<file path="src/rtl/quadIfPkg.sv">
package quadIfPkg;

  // Per-sample strobes from control to datapath.
  typedef struct packed {
    logic takeQ;   // sample is a Q-position sample (index 0 or 2)
    logic takeI;   // sample is an I-position sample (index 1 or 3)
    logic negate;  // sample belongs to the second half of the period
    logic first;   // estimate opens an averaging block
    logic last;    // estimate closes an averaging block
  } qifCtrlT;

endpackage

</file>
<file path="src/rtl/quadIfCtrl.sv">
module quadIfCtrl
  import quadIfPkg::*;
#(
  parameter int MAX_LOG2 = 6,
  parameter int K_W      = $clog2(MAX_LOG2 + 1),
  parameter int SHIFT_W  = K_W + 1
) (
  input  logic               clk,
  input  logic               rstN,
  input  logic               sampleValid,
  input  logic               syncIn,
  input  logic [K_W-1:0]     avgLog2,
  output qifCtrlT            ctrl,
  output logic [SHIFT_W-1:0] shiftAmt
);

  localparam int CNT_W = MAX_LOG2 + 1;

  logic [1:0]       phaseQ;
  logic [1:0]       idx;
  logic [CNT_W-1:0] halfCnt;
  logic [CNT_W-1:0] lastIdx;
  logic [K_W-1:0]   kActive;
  logic [K_W-1:0]   kClamped;
  logic [CNT_W:0]   blockLen;

  assign kClamped = (avgLog2 > K_W'(MAX_LOG2)) ? K_W'(MAX_LOG2) : avgLog2;
  assign idx      = syncIn ? 2'd0 : phaseQ;

  // Averaging block: one estimate without averaging, else 2^(K+1) estimates.
  always_comb begin
    if (kActive == '0) begin
      shiftAmt = '0;
      blockLen = (CNT_W + 1)'(1);
    end else begin
      shiftAmt = SHIFT_W'(kActive) + SHIFT_W'(1);
      blockLen = (CNT_W + 1)'(1) << shiftAmt;
    end
    lastIdx = CNT_W'(blockLen - (CNT_W + 1)'(1));
  end

  always_comb begin
    ctrl.takeQ  = sampleValid && !idx[0];
    ctrl.takeI  = sampleValid && idx[0];
    ctrl.negate = idx[1];
    ctrl.first  = (halfCnt == '0);
    ctrl.last   = (halfCnt == lastIdx);
  end

  always_ff @(posedge clk) begin
    if (!rstN) begin
      phaseQ  <= '0;
      halfCnt <= '0;
      kActive <= '0;
    end else if (sampleValid) begin
      phaseQ <= idx + 2'd1;
      if (syncIn) begin
        halfCnt <= '0;
        kActive <= kClamped;
      end else if (ctrl.takeI) begin
        if (ctrl.last) begin
          halfCnt <= '0;
          kActive <= kClamped;
        end else begin
          halfCnt <= halfCnt + CNT_W'(1);
        end
      end
    end
  end

  // the phase index steps by one on each valid sample without sync
  assert_phase_step_R2: assert property (@(posedge clk) disable iff (!rstN)
    (sampleValid && !syncIn) |=> (phaseQ == $past(phaseQ) + 2'd1));

  // cycles without a valid sample leave the index where it was
  assert_phase_hold_R2: assert property (@(posedge clk) disable iff (!rstN)
    !sampleValid |=> $stable(phaseQ));

  // the active exponent never exceeds the largest supported value
  assert_k_clamp_R7: assert property (@(posedge clk) disable iff (!rstN)
    kActive <= K_W'(MAX_LOG2));

  // the estimate count stays inside the current block
  assert_block_bound_R6: assert property (@(posedge clk) disable iff (!rstN)
    halfCnt <= lastIdx);

  // the exponent only moves on a sync sample or at a block end
  assert_k_latch_R8: assert property (@(posedge clk) disable iff (!rstN)
    !(sampleValid && (syncIn || (ctrl.takeI && ctrl.last))) |=> $stable(kActive));

endmodule

</file>
<file path="src/rtl/quadIfChanAvg.sv">
module quadIfChanAvg #(
  parameter int SAMPLE_W = 14,
  parameter int OUT_W    = 16,
  parameter int MAX_LOG2 = 6,
  parameter int SHIFT_W  = 4
) (
  input  logic                       clk,
  input  logic                       rstN,
  input  logic                       take,
  input  logic                       first,
  input  logic                       last,
  input  logic [SHIFT_W-1:0]         shiftAmt,
  input  logic signed [SAMPLE_W-1:0] est,
  output logic signed [OUT_W-1:0]    outWord
);

  localparam int ACC_W = SAMPLE_W + MAX_LOG2 + 1;

  logic signed [ACC_W-1:0] accQ;
  logic signed [ACC_W-1:0] accNext;
  logic signed [ACC_W-1:0] meanVal;

  assign accNext = (first ? ACC_W'(0) : accQ) + ACC_W'(est);
  assign meanVal = accNext >>> shiftAmt;

  always_ff @(posedge clk) begin
    if (!rstN) begin
      accQ    <= '0;
      outWord <= '0;
    end else if (take) begin
      if (last) begin
        outWord <= OUT_W'(meanVal);
        accQ    <= '0;
      end else begin
        accQ <= accNext;
      end
    end
  end

  // the word carries a sign extension above its significant bits
  assert_sign_ext_R10: assert property (@(posedge clk) disable iff (!rstN)
    (&outWord[OUT_W-1:SAMPLE_W-1]) || !(|outWord[OUT_W-1:SAMPLE_W-1]));

  // the word moves only when a block is closed
  assert_hold_R9: assert property (@(posedge clk) disable iff (!rstN)
    !(take && last) |=> $stable(outWord));

endmodule

</file>
<file path="src/rtl/quadIfDatapath.sv">
module quadIfDatapath
  import quadIfPkg::*;
#(
  parameter int SAMPLE_W = 14,
  parameter int OUT_W    = 16,
  parameter int MAX_LOG2 = 6,
  parameter int SHIFT_W  = 4
) (
  input  logic                       clk,
  input  logic                       rstN,
  input  qifCtrlT                    ctrl,
  input  logic [SHIFT_W-1:0]         shiftAmt,
  input  logic signed [SAMPLE_W-1:0] sampleIn,
  output logic signed [OUT_W-1:0]    iOut,
  output logic signed [OUT_W-1:0]    qOut,
  output logic [OUT_W-1:0]           iDac,
  output logic [OUT_W-1:0]           qDac,
  output logic                       iqStrobe
);

  localparam int NUM_CH = 2;  // channel 0 = I, channel 1 = Q
  localparam logic signed [SAMPLE_W-1:0] MOST_NEG = {1'b1, {(SAMPLE_W-1){1'b0}}};
  localparam logic signed [SAMPLE_W-1:0] MOST_POS = {1'b0, {(SAMPLE_W-1){1'b1}}};

  logic signed [SAMPLE_W-1:0] negated;
  logic signed [SAMPLE_W-1:0] est;
  logic signed [SAMPLE_W-1:0] pendQ;
  logic signed [SAMPLE_W-1:0] chanEst [NUM_CH];
  logic signed [OUT_W-1:0]    chanOut [NUM_CH];
  logic [OUT_W-1:0]           chanDac [NUM_CH];

  // Saturating two's complement negation.
  assign negated = (sampleIn == MOST_NEG) ? MOST_POS : -sampleIn;
  assign est     = ctrl.negate ? negated : sampleIn;

  always_ff @(posedge clk) begin
    if (!rstN) begin
      pendQ    <= '0;
      iqStrobe <= 1'b0;
    end else begin
      if (ctrl.takeQ) pendQ <= est;
      iqStrobe <= ctrl.takeI && ctrl.last;
    end
  end

  assign chanEst[0] = est;
  assign chanEst[1] = pendQ;

  for (genvar ch = 0; ch < NUM_CH; ch++) begin : g_chan
    quadIfChanAvg #(
      .SAMPLE_W(SAMPLE_W),
      .OUT_W   (OUT_W),
      .MAX_LOG2(MAX_LOG2),
      .SHIFT_W (SHIFT_W)
    ) avg_i (
      .clk     (clk),
      .rstN    (rstN),
      .take    (ctrl.takeI),
      .first   (ctrl.first),
      .last    (ctrl.last),
      .shiftAmt(shiftAmt),
      .est     (chanEst[ch]),
      .outWord (chanOut[ch])
    );
    assign chanDac[ch] = {~chanOut[ch][OUT_W-1], chanOut[ch][OUT_W-2:0]};
  end

  assign iOut = chanOut[0];
  assign qOut = chanOut[1];
  assign iDac = chanDac[0];
  assign qDac = chanDac[1];

  // a strobe is a single-cycle pulse
  assert_strobe_pulse_R9: assert property (@(posedge clk) disable iff (!rstN)
    iqStrobe |=> !iqStrobe);

  // a negated estimate is never the most negative code
  assert_neg_sat_R5: assert property (@(posedge clk) disable iff (!rstN)
    (ctrl.takeQ && ctrl.negate) |=> (pendQ != MOST_NEG));

endmodule

</file>
<file path="src/rtl/quadIfDemod.sv">
module quadIfDemod
  import quadIfPkg::*;
#(
  parameter int SAMPLE_W = 14,
  parameter int OUT_W    = 16,
  parameter int MAX_LOG2 = 6,
  parameter int K_W      = $clog2(MAX_LOG2 + 1)
) (
  input  logic                       clk,
  input  logic                       rstN,
  input  logic                       sampleValid,
  input  logic signed [SAMPLE_W-1:0] sampleIn,
  input  logic                       syncIn,
  input  logic [K_W-1:0]             avgLog2,
  output logic signed [OUT_W-1:0]    iOut,
  output logic signed [OUT_W-1:0]    qOut,
  output logic                       iqStrobe,
  output logic [OUT_W-1:0]           iDac,
  output logic [OUT_W-1:0]           qDac
);

  localparam int SHIFT_W = K_W + 1;

  qifCtrlT            ctrl;
  logic [SHIFT_W-1:0] shiftAmt;

  quadIfCtrl #(
    .MAX_LOG2(MAX_LOG2),
    .K_W     (K_W),
    .SHIFT_W (SHIFT_W)
  ) ctrl_i (
    .clk        (clk),
    .rstN       (rstN),
    .sampleValid(sampleValid),
    .syncIn     (syncIn),
    .avgLog2    (avgLog2),
    .ctrl       (ctrl),
    .shiftAmt   (shiftAmt)
  );

  quadIfDatapath #(
    .SAMPLE_W(SAMPLE_W),
    .OUT_W   (OUT_W),
    .MAX_LOG2(MAX_LOG2),
    .SHIFT_W (SHIFT_W)
  ) dp_i (
    .clk     (clk),
    .rstN    (rstN),
    .ctrl    (ctrl),
    .shiftAmt(shiftAmt),
    .sampleIn(sampleIn),
    .iOut    (iOut),
    .qOut    (qOut),
    .iDac    (iDac),
    .qDac    (qDac),
    .iqStrobe(iqStrobe)
  );

  // the offset-binary words differ from the signed ones only in the MSB
  assert_dac_low_R11: assert property (@(posedge clk) disable iff (!rstN)
    (iDac[OUT_W-2:0] == iOut[OUT_W-2:0]) && (qDac[OUT_W-2:0] == qOut[OUT_W-2:0]));

endmodule

</file>
<file path="config.mk">
export PLATFORM = sky130hd
export DESIGN_NAME = quadIfDemod
export DESIGN_NICKNAME = d
export VERILOG_FILES = /design/src/rtl/quadIfPkg.sv /design/src/rtl/quadIfCtrl.sv /design/src/rtl/quadIfChanAvg.sv /design/src/rtl/quadIfDatapath.sv /design/src/rtl/quadIfDemod.sv
export SDC_FILE = /design/constraint.sdc
export NUM_CORES = 1
export LEC_CHECK = 0
export ABC_AREA = 1
export BUFFER_PORTS_ARGS = -buffer_cell sky130_fd_sc_hd__buf_2
export CAP_MARGIN = 20
export CORE_UTILIZATION = 35
export CTS_CLUSTER_DIAMETER = 150
export DETAILED_ROUTE_END_ITERATION = 7
export HOLD_SLACK_MARGIN = 0.15
export PLACE_DENSITY_LB_ADDON = 0.15
export SYNTH_ARGS = -nofsm -noshare
export SYNTH_HDL_FRONTEND = slang
export SYNTH_HIERARCHICAL = 1
export SYNTH_SLANG_ARGS = --single-unit
</file>
<file path="constraint.sdc">
create_clock -name clk -period 8.3 [get_ports clk]
set_input_delay 0.415 -clock clk [delete_from_list [all_inputs] [get_ports clk]]
set_output_delay 0.415 -clock clk [all_outputs]
set_load 0.005 [all_outputs]
</file>
==> results of run 1 <==
-- registers in the layout, summed over array words and instances, names as in the netlist --
| register | flops |
|---|---|
| ctrl_i/kActive | 3 |
| dp_i/g_chan.avg_i/accQ | 42 |
| dp_i/pendQ | 14 |
| ctrl_i/phaseQ | 2 |
| dp_i/g_chan.avg_i/outWord | 32 |
| ctrl_i/halfCnt | 7 |
| dp_i/iqStrobe | 1 |
-- routing by layer --
| layer | part of all wire | global-route usage | up-vias |
|---|---|---|---|
| li1 | - | - | 5517 |
| met1 | 0.44 | 0.2619 | 4745 |
| met2 | 0.51 | 0.4117 | 183 |
| met3 | 0.029 | 0.02682 | 40 |
| met4 | 0.022 | 0.06659 | 0 |
| met5 | 0 | 0 | - |
-- cells in the mapped netlist, drive strengths merged (3+ instances only) --
cell type,n
and2,3
o21ai,45
o21bai,5
nand3b,18
a21oi,121
nand4,20
clkbuf,23
nand3,277
xor2,15
or2,3
nand2,544
xnor2,3
dfxtp,101
buf,61
nor2,173
a31oi,7
ha,49
inv,237
nor3,11
-- where the power goes --
part,switching (W),internal [W]
logic,0.000337,0.000155
clock network,0.000223,0.000249
registers,0.0000151,0.000500
-- layout make-up --
| class | instances | area [um^2] | area share |
|---|---|---|---|
| multi-input combinational | 1300 | 6419 | 0.6038 |
| timing repair buffer | 93 | 509.2 | 0.04790 |
| tap | 372 | 465.4 | 0.04379 |
| clock inverter | 6 | 78.83 | 0.007415 |
| inverter | 239 | 897.1 | 0.08439 |
| clock buffer | 10 | 239.0 | 0.02248 |
| sequential | 101 | 2022 | 0.1902 |
-- cells by family after synthesis --
logic type | count (synthesis) | synth area share
and+or+nand+nor | 1049 | 0.4720
buffers and inverters | 323 | 0.1407
AOI/OAI and AO/OA | 180 | 0.09634
DFF | 101 | 0.2062
adders and majority gates | 51 | 0.06661
xor gates and xnor gates | 18 | 0.01608
muxes | 2 | 0.002042
-- worst max path at each step --
stage                     slack (ns)                                to  cells after the start               from
after CTS                       4.40  dp_i/g_chan[0].avg_i/outWord[15]                     19  ctrl_i/kActive[0]
after global routing            3.89  dp_i/g_chan[0].avg_i/outWord[15]                     19  ctrl_i/kActive[0]
after global placement          3.86   dp_i/g_chan[0].avg_i/outWord[9]                     21             syncIn
final                           4.43   dp_i/g_chan[0].avg_i/outWord[9]                     21   ctrl_i/phaseQ[1]
after floorplan                 5.14   dp_i/g_chan[0].avg_i/outWord[7]                     22  ctrl_i/halfCnt[0]
after detailed placement        4.23   dp_i/g_chan[0].avg_i/outWord[9]                     22             syncIn
-- metrics by stage --
| step | power (W) | cells | instance area [um^2] | utilization |
|---|---|---|---|---|
| floorplan | 0.0008910 | 1724 | 9806 | - |
| global placement | 0.001016 | 2103 | 10270 | 0.3770 |
| detailed placement | 0.001015 | 2104 | 10280 | 0.3774 |
| CTS | 0.001494 | 2120 | 10600 | 0.3891 |
| global route | 0.001585 | 2121 | 10630 | 0.3901 |
| finish | 0.001479 | 2121 | 10630 | 0.3901 |
-- tightest hold or removal path, delay by kind of cell --
kind | cells | cell delay (ns)
and+or+nand+nor | 1 | 0.09
buffers and inverters | 1 | 0.10
AOI/OAI and AO/OA | 1 | 0.08
==> impl_metrics.yaml, run 1 <==
place:
  gp_congestion: 0.9010
  port_buffers: 85
  place_ws_ns: 4.228
  dp_hpwl_um: 23650
min_path:
  hold_start: "sampleValid"
  worst_hold_path_type: "in -> reg"
  holdPathStages: 3
  whs_endpoint: "ctrl_i/phaseQ[0]"
die:
  die_w_um: 169.4
  chipHeight_um: 169.4
  start_util: 0.3598
  num_rows: 60
  io_pins: 86
  coreArea_mm2: 0.02725
  dieArea_mm2: 0.02869
setup_path:
  rrSetupSlack_ns: 4.43
  cp-start-kind: "register"
  r2r.worst_path.cells: 21
  crit_buf_inv: 4
  required_ns: 8.59
  path_delay_family: "simple AND/OR/NAND/NOR gates"
  cp_max_fo: 15
  timing.rr.end: "dp_i/g_chan[0].avg_i/outWord[9]"
  crit_chain: "inv_1 -> nor2_1 -> buf_6 -> nand4_4 -> nand2_2 -> ha_1 -> inv_1 -> fa_1 -> inv_1 -> nand3_1 -> nand3_1 -> nand2_1 -> nand2_1 -> nand2_1 -> nand3b_1 -> nand3_1 -> nand3_1 -> nand3_1 -> nand3_1 -> nand3_1 -> a21oi_1"
  arrival_ns: 4.16
  crit_type: "reg -> reg"
  end_kind: "register"
  crit_slowest_cell: "nor2_1"
  path_common_cell: "nand3_1"
  crit_path_max_incr_delay_ns: 0.48
  r2r_start: "ctrl_i/phaseQ[1]"
clocking:
  clock_latency_ns: 0.37
  cts_hold_buf: 0
  cts_num_sinks: 101
  root_buffer: "clkbuf_16"
  clockBufferDepth: 2
  cts_htree_levels: 3
  postCtsSetupBuffers: 0
  cts_tree: "built"
  cts_resized: 0
  cts.clk_slew.worst_paths_ns: 0.08
  cts_buffers: 9
synth:
  synth.distinct_cells: 37
  syn_area_per_cell_um2: 5.688
  synth_area_mm2: 0.009806
  synth_top_cell_by_area: "dfxtp_1"
  syn_inst: 1724
  ys_warn_count: 6
  yosys.area.top_type_share: 0.2062
  ys_seq_elements: 101
  syn_nets: 1796
  synth_enable_flop_cells: 0
  synth-seq-area-share: 0.2062
  ys_top_cells_by_area: "dfxtp_1 (21%), nand2_1 (20%), nand3_1 (14%)"
  async_flop_share: 0
  synth_ff_type: "dfxtp_1"
grt:
  antenna_found_initial: 0
  grt_pass1_vias: 10130
  grt_pass1_wl_um: 50670
  track_usage: 0.2209
  grt_overflow: 0
  grt_max_degree: 43
timing:
  setup_viol: 0
  whs_ns: 0.3714
  finalMaxSlewViolations: 0
  fin_crit_ns: 3.871
  clock.fmax_mhz: 258.3
  hold_violations: 0
  skew_ns: 0.02238
  tns_ns: 0
  layout_setup_ws_ns: 4.429
  rsz0062_at_grt: "false"
  worst_pin_slew_ns: 1.066
  maxSlewHeadroom: 0.2888
  final.period_utilization: 0.4664
routing:
  wl_per_cell_um: 14.31
  drt-initial-drc-count: 687
  routed_wl_um: 30340
  drc: 0
  vias_per_cell: 4.943
  final_antenna_net_count: 0
  num_vias: 10485
  first_pass_iters: 5
layout:
  area_growth_pct: 8.409
  final_common_cell: "nand2_1"
  mostFrequentLayoutCells: "nand2_1 (522), nand3_1 (271), inv_1 (233)"
  fill_cells: 3089
  nets: 1816
  diodes: 0
  drive_gt1_frac: 0.1029
power_and_ir_drop:
  p_leak_nw: 5.340
  ir_worst_vdd_v: 0.00009048
  p_per_area_mw_per_mm2: 139.2
flow_run:
  max_cap_violations: 0
outcome:
  outcome: "complete, no violations"
No activity file was read; power rests on OpenSTA's default activity.
==> inputs of run 2 (changes only) <==
==> constraint.sdc (replaced) <==
create_clock -name clk -period 3.4 [get_ports clk]
set_input_delay 0.17 -clock clk [delete_from_list [all_inputs] [get_ports clk]]
set_output_delay 0.17 -clock clk [all_outputs]
set_load 0.005 [all_outputs]
==> impl_metrics.yaml, run 2 (synthesis gave the netlist of run 1 again) <==
layout:
  top_register: "dp_i/g_chan.avg_i/accQ"
  drive_gt1_frac: 0.2739
  diodes: 0
  seq_area_mm2: 0.002026
  post-route-cell-area_mm2: 0.01253
  instances_no_fill: 2194
  largest_reg_flops: 42
  top_regs: "dp_i/g_chan.avg_i/accQ x42, dp_i/g_chan.avg_i/outWord x32, dp_i/pendQ x14"
  multiInputGateArea_mm2: 0.007671
  final_common_cell: "nand2_1"
  fill_cells: 2945
  area_growth_pct: 27.80
  nets: 1889
  mostFrequentLayoutCells: "nand2_1 (460), inv_1 (219), nand3_1 (181)"
timing:
  whs_ns: 0.1828
  fin_crit_ns: 3.276
  hold_violations: 0
  final.period_utilization: 0.9635
  clock.fmax_mhz: 305.3
  worst_pin_slew_ns: 0.7526
  finalMaxSlewViolations: 0
  setup_viol: 0
  skew_ns: 0.01333
  rsz0062_at_grt: "true"
  maxSlewHeadroom: 0.4977
power_and_ir_drop:
  internal_power_w: 0.002318
  p_seq_frac: 0.327
  switching_power_w: 0.001551
  ir_worst_vdd_v: 0.0001923
  p_leak_nw: 5.942
  power_frac_comb: 0.399
  swShare: 0.4009
  p_per_area_mw_per_mm2: 308.7
  clkPwrFrac: 0.274
routing:
  first_pass_iters: 5
  wl_per_cell_um: 14.95
  vias_per_cell: 5.024
  num_vias: 11023
  drt-initial-drc-count: 659
  routed_wl_um: 32800
  drc: 0
  final_antenna_net_count: 0
place:
  port_buffers: 85
  placed_cell_area_mm2: 0.01054
  dp_hpwl_um: 24090
  gp_congestion: 0.8993
  dp.cells: 2134
setup_path:
  end_kind: "register"
  crit_chain: "inv_2 -> ha_4 -> nand4_1 -> nor3_4 -> buf_6 -> clkbuf_16 -> nor2_1 -> ha_2 -> buf_4 -> buf_4 -> nand3_2 -> nand3_4 -> nand2_2 -> nand2_1 -> nand2_2 -> nand3b_1 -> nand3_2 -> nand3_2 -> nand2_1 -> nor2_1 -> nor2_1 -> nor2_2 -> nand2_1 -> a21oi_1"
  cp-start-kind: "register"
  crit_type: "reg -> reg"
  arrival_ns: 3.53
  cp_max_fo: 8
  cp-startpoint: "ctrl_i/halfCnt[0]"
  crit_slowest_cell: "dfxtp_2"
  r2r_start: "ctrl_i/halfCnt[0]"
  crit_path_max_incr_delay_ns: 0.34
  required_ns: 3.65
grt:
  grt_overflow: 0
  grt_max_degree: 35
  antenna_found_initial: 0
  grt_pass1_vias: 10008
  track_usage: 0.2175
  grt_pass1_wl_um: 49940
clocking:
  clock_latency_ns: 0.36
  cts_num_sinks: 101
  root_buffer: "clkbuf_16"
  cts_htree_levels: 3
  clockBufferDepth: 2
  cts.clk_slew.worst_paths_ns: 0.08
  cts_buffers: 9
  cts_tree: "built"
die:
  start_util: 0.3598
  chipHeight_um: 169.4
  dieArea_mm2: 0.02869
  coreArea_mm2: 0.02725
  die_w_um: 169.4
  num_rows: 60
  io_pins: 86
flow_run:
  max_cap_violations: 0
min_path:
  hold_start: "avgLog2[0]"
  worst_hold_path_type: "in -> reg"
outcome:
  outcome: "complete, no violations"
-- run 2: worst max-delay path, delay by kind of cell (launching register included) --
family          cells  cell delay (ns)
simple gates       16             1.74
fa+ha+maj           2             0.32
buf+inv             5             0.69
flops               1             0.34
compound gates      1             0.05
-- run 2: area by class of cell --
type / instances / area share
Clock buffer: 10 / 0.01907
Clock inverter: 6 / 0.003994
Inverter: 239 / 0.07218
Multi-Input combinational cell: 1300 / 0.6121
Sequential cell: 101 / 0.1616
Tap cell: 372 / 0.03714
Timing Repair Buffer: 166 / 0.09385
-- run 2: per-layer routing --
| layer | part of all wire | GRT usage | wire length (um) |
|---|---|---|---|
| met4 | 0.032 | 0.08461 | 1048 |
| met5 | 0 | 0 | 0 |
| met2 | 0.50 | 0.3969 | 16420 |
| met1 | 0.44 | 0.2609 | 14480 |
| met3 | 0.026 | 0.02122 | 852 |
-- run 2: final timing paths --
kind,end,slack [ns],cells after the start
min reg2reg,ctrl_i/phaseQ[1],0.44,1
min,ctrl_i/kActive[0],0.18,5
max reg2reg,dp_i/g_chan[0].avg_i/outWord[7],0.12,24
max,dp_i/g_chan[0].avg_i/outWord[7],0.12,24
-- run 2: metrics by stage --
step	setup WS, ns	TNS [ns]	util	total power (W)
2_1_floorplan	0.2375	0	-	0.002175
3_5_place_dp	-0.02428	-0.02428	0.3867	0.002508
4_1_cts	0.002917	0	0.3986	0.003588
5_1_grt	-0.1032	-0.8171	0.4599	0.004108
3_3_place_gp	0.01199	0	0.3867	0.002508
6_report	0.1241	0	0.4599	0.003868
-- run 2: what timing repair did --
item,CTS,global route
gates cloned,0,5
pin swaps,0,83
endpoints found under the hold margin,3,0
setup endpoints to repair,2,60
hold buffers,3,0
buffers inserted,0,34
gates resized for setup,1,302
-- run 2: power by group through the flow --
| stage | clock, W | combinational [W] | sequential (W) |
|---|---|---|---|
| floorplan | 0 | 0.000904 | 0.00127 |
| global placement | 0 | 0.00122 | 0.00128 |
| detailed placement | 0 | 0.00122 | 0.00128 |
| CTS | 0.00110 | 0.00123 | 0.00126 |
| global route | 0.00114 | 0.00170 | 0.00127 |
| finish | 0.00106 | 0.00154 | 0.00126 |
